File: src/rtl/linecode_pkg.sv
package linecode_pkg;
    localparam int BYTE_W = 8;
    localparam int CODE_W = 10;
    localparam int X_W    = 5;
    localparam int Y_W    = BYTE_W - X_W;
    localparam int SUB6_W = 6;
    localparam int SUB4_W = CODE_W - SUB6_W;
    localparam logic [X_W-1:0] X_COMMA = 5'd28;

    typedef struct packed {
        logic              rd_pos;
        logic [CODE_W-1:0] code;
        logic              kerr;
    } enc_state_t;

    // true when the byte names one of the twelve legal control characters
    function automatic logic ctl_legal(input logic [BYTE_W-1:0] b);
        logic [X_W-1:0] x;
        logic [Y_W-1:0] y;
        x = b[X_W-1:0];
        y = b[BYTE_W-1:X_W];
        return (x == X_COMMA) ||
               ((y == 3'd7) && ((x == 5'd23) || (x == 5'd27) ||
                                (x == 5'd29) || (x == 5'd30)));
    endfunction
endpackage

File: src/rtl/linecode_enc_6b.sv
module linecode_enc_6b
    import linecode_pkg::*;
(
    input  logic [X_W-1:0]    x_i,
    input  logic              comma_i,
    input  logic              rd_pos_i,
    output logic [SUB6_W-1:0] sub_o,
    output logic              flip_o
);
    logic [SUB6_W-1:0] base;
    logic              alt;

    always_comb begin
        if (comma_i) begin
            base = 6'b001111;
        end else begin
            case (x_i)
                5'd0:  base = 6'b100111;
                5'd1:  base = 6'b011101;
                5'd2:  base = 6'b101101;
                5'd3:  base = 6'b110001;
                5'd4:  base = 6'b110101;
                5'd5:  base = 6'b101001;
                5'd6:  base = 6'b011001;
                5'd7:  base = 6'b111000;
                5'd8:  base = 6'b111001;
                5'd9:  base = 6'b100101;
                5'd10: base = 6'b010101;
                5'd11: base = 6'b110100;
                5'd12: base = 6'b001101;
                5'd13: base = 6'b101100;
                5'd14: base = 6'b011100;
                5'd15: base = 6'b010111;
                5'd16: base = 6'b011011;
                5'd17: base = 6'b100011;
                5'd18: base = 6'b010011;
                5'd19: base = 6'b110010;
                5'd20: base = 6'b001011;
                5'd21: base = 6'b101010;
                5'd22: base = 6'b011010;
                5'd23: base = 6'b111010;
                5'd24: base = 6'b110011;
                5'd25: base = 6'b100110;
                5'd26: base = 6'b010110;
                5'd27: base = 6'b110110;
                5'd28: base = 6'b001110;
                5'd29: base = 6'b101110;
                5'd30: base = 6'b011110;
                default: base = 6'b101011;
            endcase
        end
        flip_o = ($countones(base) != 3);
        alt    = flip_o || (!comma_i && (x_i == 5'd7));
        sub_o  = (rd_pos_i && alt) ? ~base : base;
    end
endmodule

File: src/rtl/linecode_enc_4b.sv
module linecode_enc_4b
    import linecode_pkg::*;
(
    input  logic [Y_W-1:0]    y_i,
    input  logic              ctl_i,
    input  logic              a7_i,
    input  logic              rd_pos_i,
    output logic [SUB4_W-1:0] sub_o,
    output logic              flip_o
);
    logic [SUB4_W-1:0] base;
    logic              alt;

    always_comb begin
        if (ctl_i) begin
            case (y_i)
                3'd0: base = 4'b1011;
                3'd1: base = 4'b0110;
                3'd2: base = 4'b1010;
                3'd3: base = 4'b1100;
                3'd4: base = 4'b1101;
                3'd5: base = 4'b0101;
                3'd6: base = 4'b1001;
                default: base = 4'b0111;
            endcase
        end else begin
            case (y_i)
                3'd0: base = 4'b1011;
                3'd1: base = 4'b1001;
                3'd2: base = 4'b0101;
                3'd3: base = 4'b1100;
                3'd4: base = 4'b1101;
                3'd5: base = 4'b1010;
                3'd6: base = 4'b0110;
                default: base = a7_i ? 4'b0111 : 4'b1110;
            endcase
        end
        flip_o = ($countones(base) != 2);
        alt    = ctl_i || (y_i == 3'd0) || (y_i == 3'd3) ||
                 (y_i == 3'd4) || (y_i == 3'd7);
        sub_o  = (rd_pos_i && alt) ? ~base : base;
    end
endmodule

File: src/rtl/linecode_enc.sv
module linecode_enc
    import linecode_pkg::*;
(
    input  logic              clk,
    input  logic              rst_n,
    input  logic              byp_en,
    input  logic [CODE_W-1:0] byp_word,
    input  logic [BYTE_W-1:0] sym_byte,
    input  logic              sym_k,
    input  logic              sym_force_neg,
    output logic [CODE_W-1:0] line_code,
    output logic              kerr
);
    enc_state_t        st_d, st_q;
    logic [X_W-1:0]    x_fld;
    logic [Y_W-1:0]    y_fld;
    logic              ctl_ok, comma, rd_eff, rd_mid, flip6, flip4, use_a7;
    logic [SUB6_W-1:0] s6;
    logic [SUB4_W-1:0] s4;

    assign x_fld  = sym_byte[X_W-1:0];
    assign y_fld  = sym_byte[BYTE_W-1:X_W];
    assign ctl_ok = sym_k && ctl_legal(sym_byte);
    assign comma  = ctl_ok && (x_fld == X_COMMA);
    assign rd_eff = sym_force_neg ? 1'b0 : st_q.rd_pos;
    assign rd_mid = rd_eff ^ flip6;
    assign use_a7 = rd_mid ? ((x_fld == 5'd11) || (x_fld == 5'd13) || (x_fld == 5'd14))
                           : ((x_fld == 5'd17) || (x_fld == 5'd18) || (x_fld == 5'd20));

    linecode_enc_6b u_enc6 (
        .x_i      (x_fld),
        .comma_i  (comma),
        .rd_pos_i (rd_eff),
        .sub_o    (s6),
        .flip_o   (flip6)
    );

    linecode_enc_4b u_enc4 (
        .y_i      (y_fld),
        .ctl_i    (ctl_ok),
        .a7_i     (use_a7),
        .rd_pos_i (rd_mid),
        .sub_o    (s4),
        .flip_o   (flip4)
    );

    always_comb begin
        st_d = st_q;
        if (byp_en) begin
            st_d.code = byp_word;
            st_d.kerr = 1'b0;
        end else begin
            st_d.code   = {s6, s4};
            st_d.kerr   = sym_k && !ctl_ok;
            st_d.rd_pos = rd_mid ^ flip4;
        end
    end

    always_ff @(posedge clk) begin
        if (!rst_n) begin
            st_q <= '0;
        end else begin
            st_q <= st_d;
        end
    end

    assign line_code = st_q.code;
    assign kerr      = st_q.kerr;
endmodule

File: config.mk
export PLATFORM = sky130hd
export DESIGN_NAME = linecode_enc
export DESIGN_NICKNAME = d
export VERILOG_FILES = /design/src/rtl/linecode_pkg.sv /design/src/rtl/linecode_enc_6b.sv /design/src/rtl/linecode_enc_4b.sv /design/src/rtl/linecode_enc.sv
export SDC_FILE = /design/constraint.sdc
export NUM_CORES = 1
export LEC_CHECK = 0
export BUFFER_PORTS_ARGS = -buffer_cell sky130_fd_sc_hd__buf_2
export CAP_MARGIN = 20
export CORE_MARGIN = 5
export CORE_UTILIZATION = 45
export CTS_CLUSTER_DIAMETER = 120
export DETAILED_ROUTE_END_ITERATION = 6
export GPL_TIMING_DRIVEN = 0
export PLACE_DENSITY = 0.77
export SLEW_MARGIN = 20
export SYNTH_ARGS = -nofsm -noshare
export SYNTH_HDL_FRONTEND = slang
export SYNTH_SLANG_ARGS = --single-unit
export TNS_END_PERCENT = 20
File: constraint.sdc
create_clock -name clk -period 4.8 [get_ports clk]
set_clock_uncertainty 0.1 [all_clocks]
set_input_delay 0.24 -clock clk [delete_from_list [all_inputs] [get_ports clk]]
set_output_delay 0.24 -clock clk [all_outputs]
set_load 0.02 [all_outputs]
==> run metrics <==
outcome finished clean; clk slew on worst S/H paths 0.05 ns; ratio of final minimum period to clock period 94.2%; critical path peak fanout 6; share of the synthesized area in the top cell type 14.4%; critical path arrival 4.55 ns; final instance area 1970 sq um; switch share 37.4%; hold endpoint line_code[2]$_SDFF_PN0_; Synth Instances 199; Worst path slowest cell fa_1; Max VDD drop 0.126 mV; Seq cells post-synth 12; required time of the critical path 4.83 ns; Synth Cell Area 1670 sq um; FF-to-FF path depth 11; initial detailed-routing violation count 67; Worst Hold Class in2reg; crit path kind in2reg; number of flops mapped to enable cells by yosys 0; Internal 331 uW; Post-synth top flop dfxtp_1; combinational fraction of design power 60.9%; Final Setup Violations 0; YS warnings 0; core area 3630 sq um; largest net degree at the start of global routing 11; Util after Layout 54.1%; most frequent cell on the critical path ha_1; routed wire length 3.52 mm; max-slew violations 0; critical-path cell list buf_2, inv_1, ha_1, nor2b_1, a21o_1, a211oi_1, o21a_1, ha_1, fa_1, ha_1, and4bb_4, xnor2_4, nand3b_1, a32oi_2, or3_4, ha_1, xor2_1, a21oi_2, xor2_1, o21ai_0, and2_1; reg2reg end st_q[11]$_SDFFE_PN0N_; latest clock arrival within the worst-skew pair 0.23 ns; Largest delay share family, worst path adder cells; Layout area overhead 18.0%; number of vias per cell 5.34; Worst Hold Depth 3; fin cells 285; Buf/Inv on CP 2; Startpoint Class input pin; Vias 1522; WL/cell 12.4 um; DRC viols 0; first-pass GRT wire length 6.14 mm; root buf cell clkbuf_8; P_leak 0.901 nW; GP Congestion 0.833; number of buffers added on ports 32; cell taking the most area after synthesis dfxtp_1; Final ANT Viol Nets 0; Clk pwr share 16.2%; placed cell area 1890 sq um; part of the Yosys area used for sequential elements 14.4%; syn_nets 242; GRT Total Usage 14.6%; total negative slack 0 ns; Synth cell types 61; initial antenna violation count 0; final hold vios 0; Critical R2R Launch st_q[11]$_SDFFE_PN0N_; Max Cap Viol 0; Flop pwr share 22.9%; CTS tree done; H-tree depth 1; Power Density 269 nW/um^2; Worst slew margin 70.8%; fin nets 282; layout cells sized above 1 32.5%; vias in the first global route 1406; Die H 70.9 um; Ant. Diodes 0; GRT Residual Overflow 0; detailed placer's ending HPWL 2.88 mm; crit path time final 4.52 ns; asr flop ratio synth 0%; Max Freq 0.221 GHz; Net Switching 198 uW; Placed Cells incl. Taps 279; die area 5020 sq um; Die Wd 70.9 um; DR pass1 iterations 4; slowest stage delay, CP 0.44 ns; Initial Util 45.9%; hold path start byp_word[2]; flop2flop setup slack 2.22 ns; number of top-level pins 34; CTS buffer count 3; Worst Setup End Kind flip-flop; Fin Hold WS 0.143 ns; Clock Path Buffers 2; Post-Syn Area per Cell 8.37 sq um; clk sinks 12; ranking of synthesized cells by area dfxtp_1 (14%), ha_1 (14%), buf_4 (5.4%), nand2_1 (3.2%), a21oi_1 (2.7%); number of placement rows 22; Slew @ Worst Pin 0.434 ns; Fillers 366; cts hold-fix bufs 0
-- per-layer routing --
| metal | wire [um] | part of all wire [%] | vias up | track usage (%) |
|---|---|---|---|---|
| li1 | - | - | 786 | - |
| met1 | 1680 | 48 | 679 | 19.6 |
| met2 | 1530 | 43 | 51 | 23.2 |
| met3 | 264 | 7.5 | 6 | 3.13 |
| met4 | 48 | 1.4 | 0 | 4.80 |
| met5 | 0 | 0 | - | 0 |
-- state kept, by name (all words and copies together), names as in the netlist --
| register | flops |
|---|---|
| line_code | 10 |
| kerr | 1 |
| st_q | 1 |
-- layout make-up --
| type | instances | area [sq um] | share of cell area, % |
|---|---|---|---|
| sequential | 12 | 240 | 12.2 |
| clock buffer | 3 | 41.3 | 2.10 |
| inverter | 13 | 51.3 | 2.61 |
| tap | 48 | 60.1 | 3.05 |
| buffer | 20 | 143 | 7.25 |
| timing repair buffer | 35 | 183 | 9.29 |
| multi-input combinational | 154 | 1250 | 63.5 |
-- cells in the final DEF, fill, tap and decap left out, drive strengths merged, types with 2 or more instances in the layout --
cell / Yosys / final
clkbuf: 3 / 6
xor2: 5 / 5
o211ai: 4 / 4
a31oi: 4 / 4
xnor2: 5 / 5
nand4: 5 / 5
or3: 2 / 2
a21oi: 9 / 9
fa: 2 / 2
dfxtp: 12 / 12
nor2: 10 / 10
o31ai: 2 / 2
o21ai: 11 / 11
nor3: 2 / 2
a211oi: 6 / 6
ha: 18 / 18
buf: 17 / 52
nand2b: 4 / 4
o211a: 4 / 4
inv: 13 / 13
a21o: 3 / 3
mux2i: 2 / 2
nor2b: 4 / 4
and2: 5 / 5
o2111ai: 2 / 2
nand3b: 3 / 3
nand3: 7 / 7
o21a: 2 / 2
nand2: 16 / 16
-- timing repair --
action	CTS	global route
setup endpoints to repair	0	1
gates resized for setup	0	4
setup buffers	0	3
-- Yosys cell counts, types with 2 or more instances --
master,n
ha_1,18
a21o_1,3
nand3_1,7
xnor2_1,4
a31oi_1,3
nand2_2,2
nand3b_1,3
xor2_1,5
nor2b_1,4
fa_1,2
o2111ai_1,2
buf_4,12
clkbuf_1,3
nand4_1,4
o31ai_1,2
o211ai_1,3
dfxtp_1,12
o21a_1,2
o21ai_0,5
a211oi_1,6
o21ai_1,4
nand2b_1,4
nor2_1,9
buf_2,3
and2_1,5
o211a_1,4
a21oi_1,9
nand2_1,14
mux2i_1,2
inv_1,12
-- tightest hold or removal path: cells and delay by family --
kind	cells	cell delay, ns
AOI/OAI and AO/OA	1	0.06
and+or+nand+nor	1	0.06
buffers and inverters	1	0.08
-- power groups by stage --
stage               Sequential, mW  Combinational, mW  Clock, mW
global route                 0.123              0.360     0.0953
CTS                          0.121              0.300     0.0884
floorplan                    0.122              0.240          0
finish                       0.121              0.322     0.0857
global placement             0.122              0.293          0
detailed placement           0.123              0.298          0
-- how the worst max path moves through the flow --
stage	start	end	slack [ns]	depth (start not counted)
final	sym_byte[1]	st_q[11]$_SDFFE_PN0N_	0.28	21
after global routing	sym_byte[1]	st_q[11]$_SDFFE_PN0N_	-0.01	21
after CTS	sym_byte[0]	st_q[11]$_SDFFE_PN0N_	0.06	21
after detailed placement	sym_byte[0]	st_q[11]$_SDFFE_PN0N_	-0.16	21
after global placement	sym_byte[0]	st_q[11]$_SDFFE_PN0N_	-0.11	21
after floorplan	sym_byte[0]	st_q[11]$_SDFFE_PN0N_	0.42	20
-- per-stage QoR --
step                power, mW  worst slack, ns
floorplan               0.363            0.416
global placement        0.415           -0.110
detailed placement      0.421           -0.163
CTS                     0.510           0.0641
global route            0.578         -0.00974
finish                  0.529            0.277
-- logic make-up after synthesis --
group	after synthesis	synth area share, %
AOI/OAI and AO/OA	56	26.9
and+or+nand+nor	65	22.9
muxes	3	1.88
buffers and inverters	33	11.6
xor gates and xnor gates	10	6.38
DFF	12	14.4
adders and majority gates	20	15.9
Power figures use the tool's default switching activity.
